<file path="config.mk">
export PLATFORM = sky130hd
export DESIGN_NAME = atomic_mem_unit
export DESIGN_NICKNAME = d
export VERILOG_FILES = /design/src/rtl/atomic_mem_unit.sv
export SDC_FILE = /design/constraint.sdc
export NUM_CORES = 1
export LEC_CHECK = 0
export ABC_AREA = 0
export BUFFER_PORTS_ARGS = -buffer_cell sky130_fd_sc_hd__clkbuf_2
export CAP_MARGIN = 20
export CORE_AREA = 4 4 108 152
export CTS_BUF_LIST = sky130_fd_sc_hd__clkbuf_8 sky130_fd_sc_hd__clkbuf_16
export CTS_CLUSTER_SIZE = 8
export DETAILED_ROUTE_END_ITERATION = 8
export DIE_AREA = 0 0 112 156
export PLACE_DENSITY_LB_ADDON = 0.08
export SETUP_SLACK_MARGIN = 0.05
export SYNTH_ARGS = -nofsm -noshare
export SYNTH_HDL_FRONTEND = slang
export SYNTH_SLANG_ARGS = --single-unit
</file>
<file path="constraint.sdc">
create_clock -name clk -period 7.9 [get_ports clk]
set_clock_uncertainty 0.15 [all_clocks]
set_input_delay 1.58 -clock clk [delete_from_list [all_inputs] [get_ports clk]]
set_output_delay 1.58 -clock clk [all_outputs]
set_load 0.01 [all_outputs]
</file>
<file path="src/rtl/atomic_mem_unit.sv">
module atomic_mem_unit #(
  parameter int NPORTS = 3,
  parameter int AW     = 4,
  parameter int DW     = 8
) (
  input  logic                 clk,
  input  logic                 rst_n,
  input  logic [NPORTS-1:0]    req_valid,
  input  logic [3*NPORTS-1:0]  req_op,
  input  logic [AW*NPORTS-1:0] req_addr,
  input  logic [DW*NPORTS-1:0] req_wdata,
  output logic [NPORTS-1:0]    req_grant,
  output logic [NPORTS-1:0]    rsp_valid,
  output logic [DW*NPORTS-1:0] rsp_data
);
  localparam int IW    = (NPORTS > 1) ? $clog2(NPORTS) : 1;
  localparam int DEPTH = 1 << AW;

  localparam logic [2:0] OP_STORE = 3'd1;
  localparam logic [2:0] OP_SWAP  = 3'd2;
  localparam logic [2:0] OP_TAS   = 3'd3;
  localparam logic [2:0] OP_FINC  = 3'd4;
  localparam logic [2:0] OP_LL    = 3'd5;
  localparam logic [2:0] OP_SC    = 3'd6;

  logic [DW-1:0]     mem   [DEPTH];
  logic [NPORTS-1:0] res_v;
  logic [AW-1:0]     res_a [NPORTS];

  logic          sel_fire;
  logic [IW-1:0] sel_idx;
  logic [2:0]    sel_op;
  logic [AW-1:0] sel_addr;
  logic [DW-1:0] sel_wdata, old_val, wr_val, result;
  logic          wr_en, link_ok;

  always_comb begin
    req_grant = '0;
    sel_idx   = '0;
    sel_fire  = 1'b0;
    for (int p = 0; p < NPORTS; p++)
      if (req_valid[p] && !sel_fire) begin
        req_grant[p] = 1'b1;
        sel_idx      = IW'(p);
        sel_fire     = 1'b1;
      end
  end

  assign sel_op    = req_op[int'(sel_idx)*3 +: 3];
  assign sel_addr  = req_addr[int'(sel_idx)*AW +: AW];
  assign sel_wdata = req_wdata[int'(sel_idx)*DW +: DW];
  assign old_val   = mem[sel_addr];
  assign link_ok   = res_v[sel_idx] && (res_a[sel_idx] == sel_addr);

  always_comb begin
    wr_en  = 1'b0;
    wr_val = sel_wdata;
    result = old_val;
    case (sel_op)
      OP_STORE, OP_SWAP: wr_en = 1'b1;
      OP_TAS: begin
        wr_en  = (old_val == '0);
        wr_val = DW'(1);
      end
      OP_FINC: begin
        wr_en  = 1'b1;
        wr_val = old_val + DW'(1);
      end
      OP_SC: begin
        wr_en  = link_ok;
        result = link_ok ? DW'(1) : '0;
      end
      default: ;
    endcase
  end

  always_ff @(posedge clk or negedge rst_n) begin
    if (!rst_n) begin
      for (int i = 0; i < DEPTH; i++) mem[i] <= '0;
      for (int p = 0; p < NPORTS; p++) res_a[p] <= '0;
      res_v     <= '0;
      rsp_valid <= '0;
      rsp_data  <= '0;
    end else begin
      rsp_valid <= req_grant;
      if (sel_fire) begin
        rsp_data[int'(sel_idx)*DW +: DW] <= result;
        if (wr_en) mem[sel_addr] <= wr_val;
        for (int p = 0; p < NPORTS; p++) begin
          if (wr_en && res_a[p] == sel_addr) res_v[p] <= 1'b0;
          if (IW'(p) == sel_idx && sel_op == OP_SC) res_v[p] <= 1'b0;
          if (IW'(p) == sel_idx && sel_op == OP_LL) begin
            res_v[p] <= 1'b1;
            res_a[p] <= sel_addr;
          end
        end
      end
    end
  end
endmodule


</file>
==> out/summary.md, run 1 <==
Once the clock tree was built, the resizer swapped 0 gates to a different size. Counting every net in the synthesized netlist gives 886. Counting cells, the worst reg-to-reg path comes to 10.

Internal power comes to 2180 uW. The post-DP HPWL came out at 17800 microns. The worst setup path is launched from a primary input.

The worst setup path is captured at a register. The TritonCTS buffer count is 17. In the layout the commonest cells are sky130_fd_sc_hd__dfrtp_1, sky130_fd_sc_hd__mux2_2, sky130_fd_sc_hd__nand2_1, sky130_fd_sc_hd__clkbuf_2, sky130_fd_sc_hd__mux2i_1. After the flow finishes, the layout carries non-filler instances totaling 1103.

Initial standard-cell utilization of the core: 0.597. The routed length on met2 is 12500 microns, and the worst setup margin is 1.37 ns. The clock latency at the later pin of the worst-skew pair is 0.43 ns, and the number of max-capacitance violations reported is 0. The detailed-router iteration count before antenna repair is 5.

Critical path required time: 8.06 ns. The startpoint identified for the worst register-to-register timing path is res_a[2]. In this run, the number of DRC markers left after iteration 0 of detailed routing was 749. The cell count after synthesis came out at 834.

The worst register-to-register path ends at mem[77]. The number of buffers added for setup after CTS came out at 0. Leaving out fill and tap cells, the most frequent cell in the layout is sky130_fd_sc_hd__dfrtp_1. The met1 wire length came out at 9770 microns. Walking the worst path, the cells encountered are clkbuf_2 > o21bai_1 > nand2b_1 > nand2_1 > mux2_2 > mux2i_1 > nand2_1 > nand2_1 > inv_1 > ha_1 > and2_1 > nand4_2 > o41a_1 > buf_4 > or4_1 > o22a_1. The number of vias per cell came out at 6.40. From synthesis to final layout, the design area changed by 13.1%.

The clock-pin slew on the worst setup and hold paths was 0.07 ns; the part of the power in combinational logic was 0.315. The final critical path time including I/O delays and setup is 6.53 ns. The tools report the number of placement rows as 53. The flow ran to the end, and the final reports show no timing, DRC or antenna violations. All-layer global routing usage: 0.287. The top achievable clock speed was 153 MHz. The number of hold-repair buffers added at the cts stage came out at 0. X dimension of the die: 112 microns. The tools report the via count of the first global-routing pass as 7235. The run gives 0 as the number of antenna violations at the first check in global routing. The relative slew slack was 0.416; the sum of met3 wire segment lengths after detailed routing was 1450 microns. The min-delay analysis places its worst path in the category reg -> reg.

The peak fanout along the critical path is 26. The analysis attributes to cell leakage a power of 0.00458 uW. Setup repair after global routing left no endpoint under its margin. The total placed cells including tap cells is 1070, and the net switching power is 1160 uW.

Data arrives at the worst endpoint at 6.69 ns. Hold timing on the final database bottoms out at a slack of 0.331 ns. The total of flip-flops plus latches after synthesis came out at 170. For this run, design rule violations remaining after detail routing come to 0. From bottom edge to top edge, the die measures 156 microns. The final cycle utilization of the critical path came out at 0.827. The final count of hold timing violations was 0.

For this run, the leading register cell type out of synthesis is sky130_fd_sc_hd__dfrtp_1. Count of endpoints failing setup in the final report: 0. Area of the core: 14900 sq um. The tools report the aggregate global routing overflow as 0. The count of distinct cell types in the synthesized netlist was 64.

The switching part of the total power was 0.347; the final-stage net count was 950. The async set-or-reset flop fraction in the synthesized netlist is 1.00, and the die footprint is 17500 sq um. The mean area per synthesized cell is 10.7 sq um. The congestion estimate from routability-driven global placement came to 0.943.

The fraction of final layout cells sized beyond drive strength 1 came out at 0.274. The share of total power in sequential cells is 0.438. For this block, the via count after detailed routing is 7064.

In this run the cell area of the synthesized design comes to 8900 sq um. For the fraction of the yosys area taken by sequential cells, the log shows 0.478. The worst-path cell with the longest stage delay is sky130_fd_sc_hd__or4_1. The clock tree synthesis step divided the H-tree into 4 levels. The number of enable flip-flop cells after synthesis came out at 0.

The dominant cell type by count on the critical path was sky130_fd_sc_hd__nand2_1. The average detailed-routed wire length per instance is 22.4 microns, and the count of boundary I/O pins is 80. Clock network fraction of total power: 0.247. The run gives 24700 microns as the wire length after detailed routing.

The count of inserted antenna diode cells is 0. Routed signal wires occupy layers up through met4. The power per cell area came out at 332 nW/um^2. TritonCTS built the clock tree. The category of the most critical setup path was in -> reg.

The tools report the capturing instance or port of the critical path as mem[77]. The clock passes through at most 2 buffers. Worst ir drop on vdd: 189 uV. On the worst path, the slowest cell contributes a delay of 0.89 ns.

For the number of pins exceeding their max-slew limit in the final report, the log shows 0. Summed over all failing endpoints, the final setup total negative slack is 0 ns. The tools report the synthesis warning total as 0. Entering global routing, the biggest net connects 90 pins.

Port buffering added 79 buffers. Clock tree synthesis selected as its root buffer the cell sky130_fd_sc_hd__clkbuf_16. The startpoint of the tightest hold check path was rsp_data[9]. The clock net in this run drives a total of 170 sinks. Critical path startpoint: req_valid[1].

Once detail routing completed, the nets flagged for antenna violations numbered 0. Placement-stage worst setup slack: 1.03 ns. The setup check on the worst reg-to-reg path leaves a slack of 4.10 ns. The first global-routing pass estimated 39400 microns of wire.

Transition time at the pin with the least slew margin: 0.875 ns.
worst max-delay path: cells and delay by family:
kind,cells,cell delay (ns)
and+or+nand+nor,7,2.37
adders and majority gates,1,0.16
AOI/OAI and AO/OA,3,1.54
buffers and inverters,3,0.68
muxes,2,0.34
power by group through the flow:
| stage | Clock (uW) | Sequential, uW | Combinational, uW |
|---|---|---|---|
| 4_1_cts | 830 | 1460 | 1050 |
| 5_1_grt | 871 | 1500 | 1160 |
| 3_5_place_dp | 0 | 1470 | 1050 |
| 6_report | 824 | 1460 | 1050 |
| 3_3_place_gp | 0 | 1460 | 1010 |
| 2_1_floorplan | 0 | 1430 | 728 |
per-stage QoR:
| step | power [uW] | utilization | instance area, sq um |
|---|---|---|---|
| 2_1_floorplan | 2150 | - | 8900 |
| 3_3_place_gp | 2470 | 0.633 | 9450 |
| 3_5_place_dp | 2520 | 0.633 | 9450 |
| 4_1_cts | 3340 | 0.673 | 10000 |
| 5_1_grt | 3530 | 0.674 | 10100 |
| 6_report | 3340 | 0.674 | 10100 |
registers in the layout, indices dropped and copies added, names as in the netlist:
| name | cells |
|---|---|
| mem | 128 |
| rsp_data | 24 |
| res_v | 3 |
| res_a | 12 |
| rsp_valid | 3 |
cell usage after synthesis, types with 3 or more instances:
cell type | n | area, sq um
sky130_fd_sc_hd__dfrtp_1 | 170 | 4250
sky130_fd_sc_hd__mux2_2 | 101 | 1140
sky130_fd_sc_hd__nand2_1 | 91 | 342
sky130_fd_sc_hd__mux2i_1 | 52 | 521
sky130_fd_sc_hd__o21ai_0 | 40 | 200
sky130_fd_sc_hd__clkbuf_1 | 37 | 139
sky130_fd_sc_hd__nor2_1 | 36 | 135
sky130_fd_sc_hd__inv_1 | 27 | 101
sky130_fd_sc_hd__o22a_1 | 25 | 219
sky130_fd_sc_hd__nand3_1 | 24 | 120
sky130_fd_sc_hd__a21oi_1 | 23 | 115
sky130_fd_sc_hd__a2bb2oi_1 | 22 | 193
sky130_fd_sc_hd__o211ai_1 | 15 | 113
sky130_fd_sc_hd__xnor2_1 | 13 | 114
sky130_fd_sc_hd__a31oi_1 | 11 | 68.8
sky130_fd_sc_hd__nor3_1 | 11 | 55.1
sky130_fd_sc_hd__buf_2 | 9 | 45.0
sky130_fd_sc_hd__o221ai_1 | 9 | 78.8
sky130_fd_sc_hd__nand4_1 | 8 | 50.1
sky130_fd_sc_hd__o2111ai_1 | 8 | 70.1
sky130_fd_sc_hd__and2_1 | 6 | 37.5
sky130_fd_sc_hd__buf_6 | 6 | 67.6
sky130_fd_sc_hd__and3_1 | 5 | 31.3
sky130_fd_sc_hd__nor2b_1 | 5 | 31.3
sky130_fd_sc_hd__o22ai_1 | 5 | 31.3
sky130_fd_sc_hd__and3b_1 | 4 | 35.0
sky130_fd_sc_hd__nand2b_1 | 4 | 25.0
sky130_fd_sc_hd__nor3b_1 | 4 | 30.0
sky130_fd_sc_hd__or3_1 | 4 | 25.0
sky130_fd_sc_hd__a311oi_1 | 3 | 26.3
sky130_fd_sc_hd__nand3b_1 | 3 | 22.5
sky130_fd_sc_hd__nor4_1 | 3 | 18.8
sky130_fd_sc_hd__or2_2 | 3 | 18.8
sky130_fd_sc_hd__xor2_1 | 3 | 26.3
kinds of logic after synthesis:
group	Yosys count	synth area share
flops	170	0.478
buf+inv	83	0.0422
simple gates	224	0.124
xor+xnor	16	0.0157
mux	153	0.186
compound gates	186	0.151
fa+ha+maj	2	0.00281
area by class of cell:
class | count | area, sq um
Sequential cell | 170 | 4250
Clock buffer | 18 | 439
Multi-Input combinational cell | 581 | 4280
Timing Repair Buffer | 101 | 599
Fill cell | 1131 | 4860
Clock inverter | 14 | 150
Inverter | 27 | 101
Tap cell | 192 | 240
how the worst min path moves through the flow:
stage | endpoint | slack (ns) | cells after the start
4_1_cts | rsp_data[18] | 0.34 | 2
3_5_place_dp | rsp_data[18] | 0.32 | 2
2_1_floorplan | mem[102] | 0.30 | 1
5_1_grt | rsp_data[9] | 0.35 | 2
3_3_place_gp | rsp_data[23] | 0.31 | 2
6_report | rsp_data[9] | 0.33 | 2
routing by layer:
| layer | vias to the layer above | GRT usage |
|---|---|---|
| met1 | 3512 | 0.357 |
| met3 | 67 | 0.0508 |
| met5 | - | 0 |
| li1 | 3186 | - |
| met2 | 299 | 0.493 |
| met4 | 0 | 0.129 |
Power figures use the tool's default switching activity.
==> run 2: changes to the inputs <==
clock period = 6.2 ns   (was 7.9 ns; I/O delays follow)
==> run 2 against run 1 <==
Against the previous run:
- clock power grew 26%
- core utilization increased by 0.98 points
- clock-buffer cell count decreased by 1
- via count rose by 0.95%
- critical endpoint is now mem[5]
- design area increased by 1.5%
==> out/summary.md, run 2 (synthesis gave the netlist of run 1 again) <==
The run finished with clean final reports. The worst setup path is of the in -> reg kind. The first global-routing pass estimated 38500 microns of wire. The final count of hold timing violations is 0, and the worst-case clock buffer depth is 2. The area added between synthesis and finish works out to 14.7%. The average detailed-routed wire length per instance came out at 21.7 microns.

The floorplan step defined a core boundary enclosing 14900 sq um. For the all-layer global routing usage, the log shows 0.283. Number of antenna violations at the first check in global routing: 0. The run gives 17800 microns as the post-DP HPWL. The startpoint identified for the worst hold timing path is rsp_data[23]. The run gives 9610 sq um as the instance area at placement. Clock-pin slew was measured on the worst setup and hold paths at 0.06 ns.

Setup repair after global routing left no endpoint under its margin. The logs give 7131 for the via count of the first global-routing pass and 0 for the count of endpoints failing setup in the final report. The tools report the detailed-router iteration count before antenna repair as 5. Dividing total power by cell area gives a power density of 415 nW/um^2. The worst hold path belongs to the class reg -> reg.

Leakage power summed over all cells: 0.00468 uW. Capture endpoint of the worst hold path: rsp_data[23]. STA classifies the critical path endpoint as a register.

The quantity of I/O buffers inserted on ports works out to 79. The worst flop-to-flop path endpoint was mem[5]. In this run the count of I/O pins placed on the die edge is 80. For flop-to-flop paths, the worst setup slack is 2.55 ns. The tools report the number of DRC violations after detailed routing as 0.

The x dimension of the die was 112 microns. Buffers inserted during clock tree synthesis total 17. The aggregate global routing overflow is 0. The repair_antennas step left the layout with diodes totalling 0. The total negative slack for setup checks is 0 ns, and the relative slew slack is 0.408. Entering global routing, the biggest net connects 115 pins.

The worst register-to-register path begins at mem[112]. STA puts the critical path data arrival time at 5.78 ns. STA classifies the critical path startpoint as a primary input.

The vertical die dimension works out to 156 microns. The flip-flop count of the largest register, all copies and words added came out at 128. The total clock sinks was 170; the number of buffers added for setup after CTS was 0.

The buffer type at the clock tree root is sky130_fd_sc_hd__clkbuf_16. The total number of H-tree levels came out at 4. After detailed routing, the number of vias per cell comes to 6.35.

Die footprint: 17500 sq um. The instance count along the most critical hold path was 2; the end-of-flow core utilization was 0.684. The worst-case IR drop observed on VDD is 270 uV. In this run, the number of DRC markers left after iteration 0 of detailed routing was 591. Final critical path time including I/O delays and setup: 5.63 ns. The logs give 0 for the number of pins exceeding their max-slew limit in the final report and 53 for the number of placement rows. The library cell used most frequently in the layout, excluding fill and tap cells, is sky130_fd_sc_hd__dfrtp_1. TritonCTS built the clock tree.

The top achievable clock speed is 178 MHz. The peak fanout along the critical path was 24. The final cycle utilization of the critical path works out to 0.908.

The fraction of final layout cells sized beyond drive strength 1 came out at 0.290. Transition time at the pin with the least slew margin: 0.882 ns. The number of gates resized after CTS was 0. Once layout is done, the placed cells without fillers occupy 10200 sq um. The later pin in the worst-skew pair is clocked with a latency of 0.42 ns. In the final layout, the registers with the most flip-flops are mem: 128 flops, rsp_data: 24 flops, res_a: 12 flops. Max-cap violations in this run came to 0. Counting flops per register, the top entry is mem. The path depth of the worst reg2reg path was 12; the initial standard-cell utilization of the core was 0.597. Wires add up to 24300 microns.

The detailed-route via count is 7131, and the number of hold-repair buffers added at the cts stage is 0. Across all hold checks on the routed design, the worst slack comes to 0.329 ns. Once detail routing completed, the nets flagged for antenna violations numbered 0. In the layout the commonest cells are sky130_fd_sc_hd__dfrtp_1, sky130_fd_sc_hd__mux2_2, sky130_fd_sc_hd__nand2_1, sky130_fd_sc_hd__clkbuf_2, sky130_fd_sc_hd__mux2i_1. The routability congestion estimate from global placement was 0.924; the critical path required time was 6.35 ns. The net count of the finished layout is 972.
## run 2: changes by cell type in the layout (fill, tap and decap cells not counted), sizes merged
cell / previous run / this run
bufinv: 0 / 2
buf: 23 / 45
clkinv: 5 / 6
inv: 35 / 31
clkbuf: 96 / 95
## run 2: power breakdown
part / switching [uW] / internal [uW] / total (uW)
clock: 442 / 594 / 1040
combinational: 686 / 648 / 1330
sequential: 269 / 1590 / 1860
total: 1400 / 2840 / 4230
## run 2: how the worst max path moves through the flow
stage / startpoint / end / slack [ns]
6_report: req_valid[2] / mem[5] / 0.57
5_1_grt: req_valid[2] / mem[5] / 0.35
4_1_cts: req_valid[2] / mem[5] / 0.62
3_5_place_dp: req_valid[2] / mem[5] / 0.22
3_3_place_gp: req_valid[2] / mem[77] / 0.39
2_1_floorplan: req_valid[0] / mem[46] / 0.75
## run 2: layout make-up
class                   instances  area [sq um]
inverters                      27           101
well taps                     192           240
clock buffers                  17           425
repair buffers                123           764
flip-flops and latches        170          4250
clock inverters                13           145
fillers                      1159          4710
multi-input cells             581          4280
## run 2: critical path, cell delays in order
cell	delay (ns)
sky130_fd_sc_hd__clkbuf_2	0.21
sky130_fd_sc_hd__or4b_1	0.40
sky130_fd_sc_hd__o211a_2	0.79
sky130_fd_sc_hd__mux2i_1	0.29
sky130_fd_sc_hd__mux2_2	0.19
sky130_fd_sc_hd__mux2i_1	0.11
sky130_fd_sc_hd__nand2_1	0.10
sky130_fd_sc_hd__nand2_1	0.14
sky130_fd_sc_hd__inv_1	0.18
sky130_fd_sc_hd__ha_1	0.17
sky130_fd_sc_hd__and2_1	0.14
sky130_fd_sc_hd__nand4_2	0.13
sky130_fd_sc_hd__o41a_1	0.47
sky130_fd_sc_hd__or4_1	0.87
sky130_fd_sc_hd__o22a_1	0.34
## run 2: per-layer routing
metal	wire (microns)	GRT usage	share of wire
met5	0	0	0
met3	1470	0.0512	0.060
met1	9410	0.344	0.39
met4	1000	0.131	0.041
met2	12500	0.490	0.51
## run 2: stage by stage
stage / total power [uW] / setup slack, ns / instances
after CTS: 4250 / 0.624 / 1122
after global routing: 4490 / 0.353 / 1123
after floorplan: 2750 / 0.750 / 834
final: 4230 / 0.571 / 1123
after detailed placement: 3200 / 0.220 / 1092
after global placement: 3130 / 0.394 / 1091
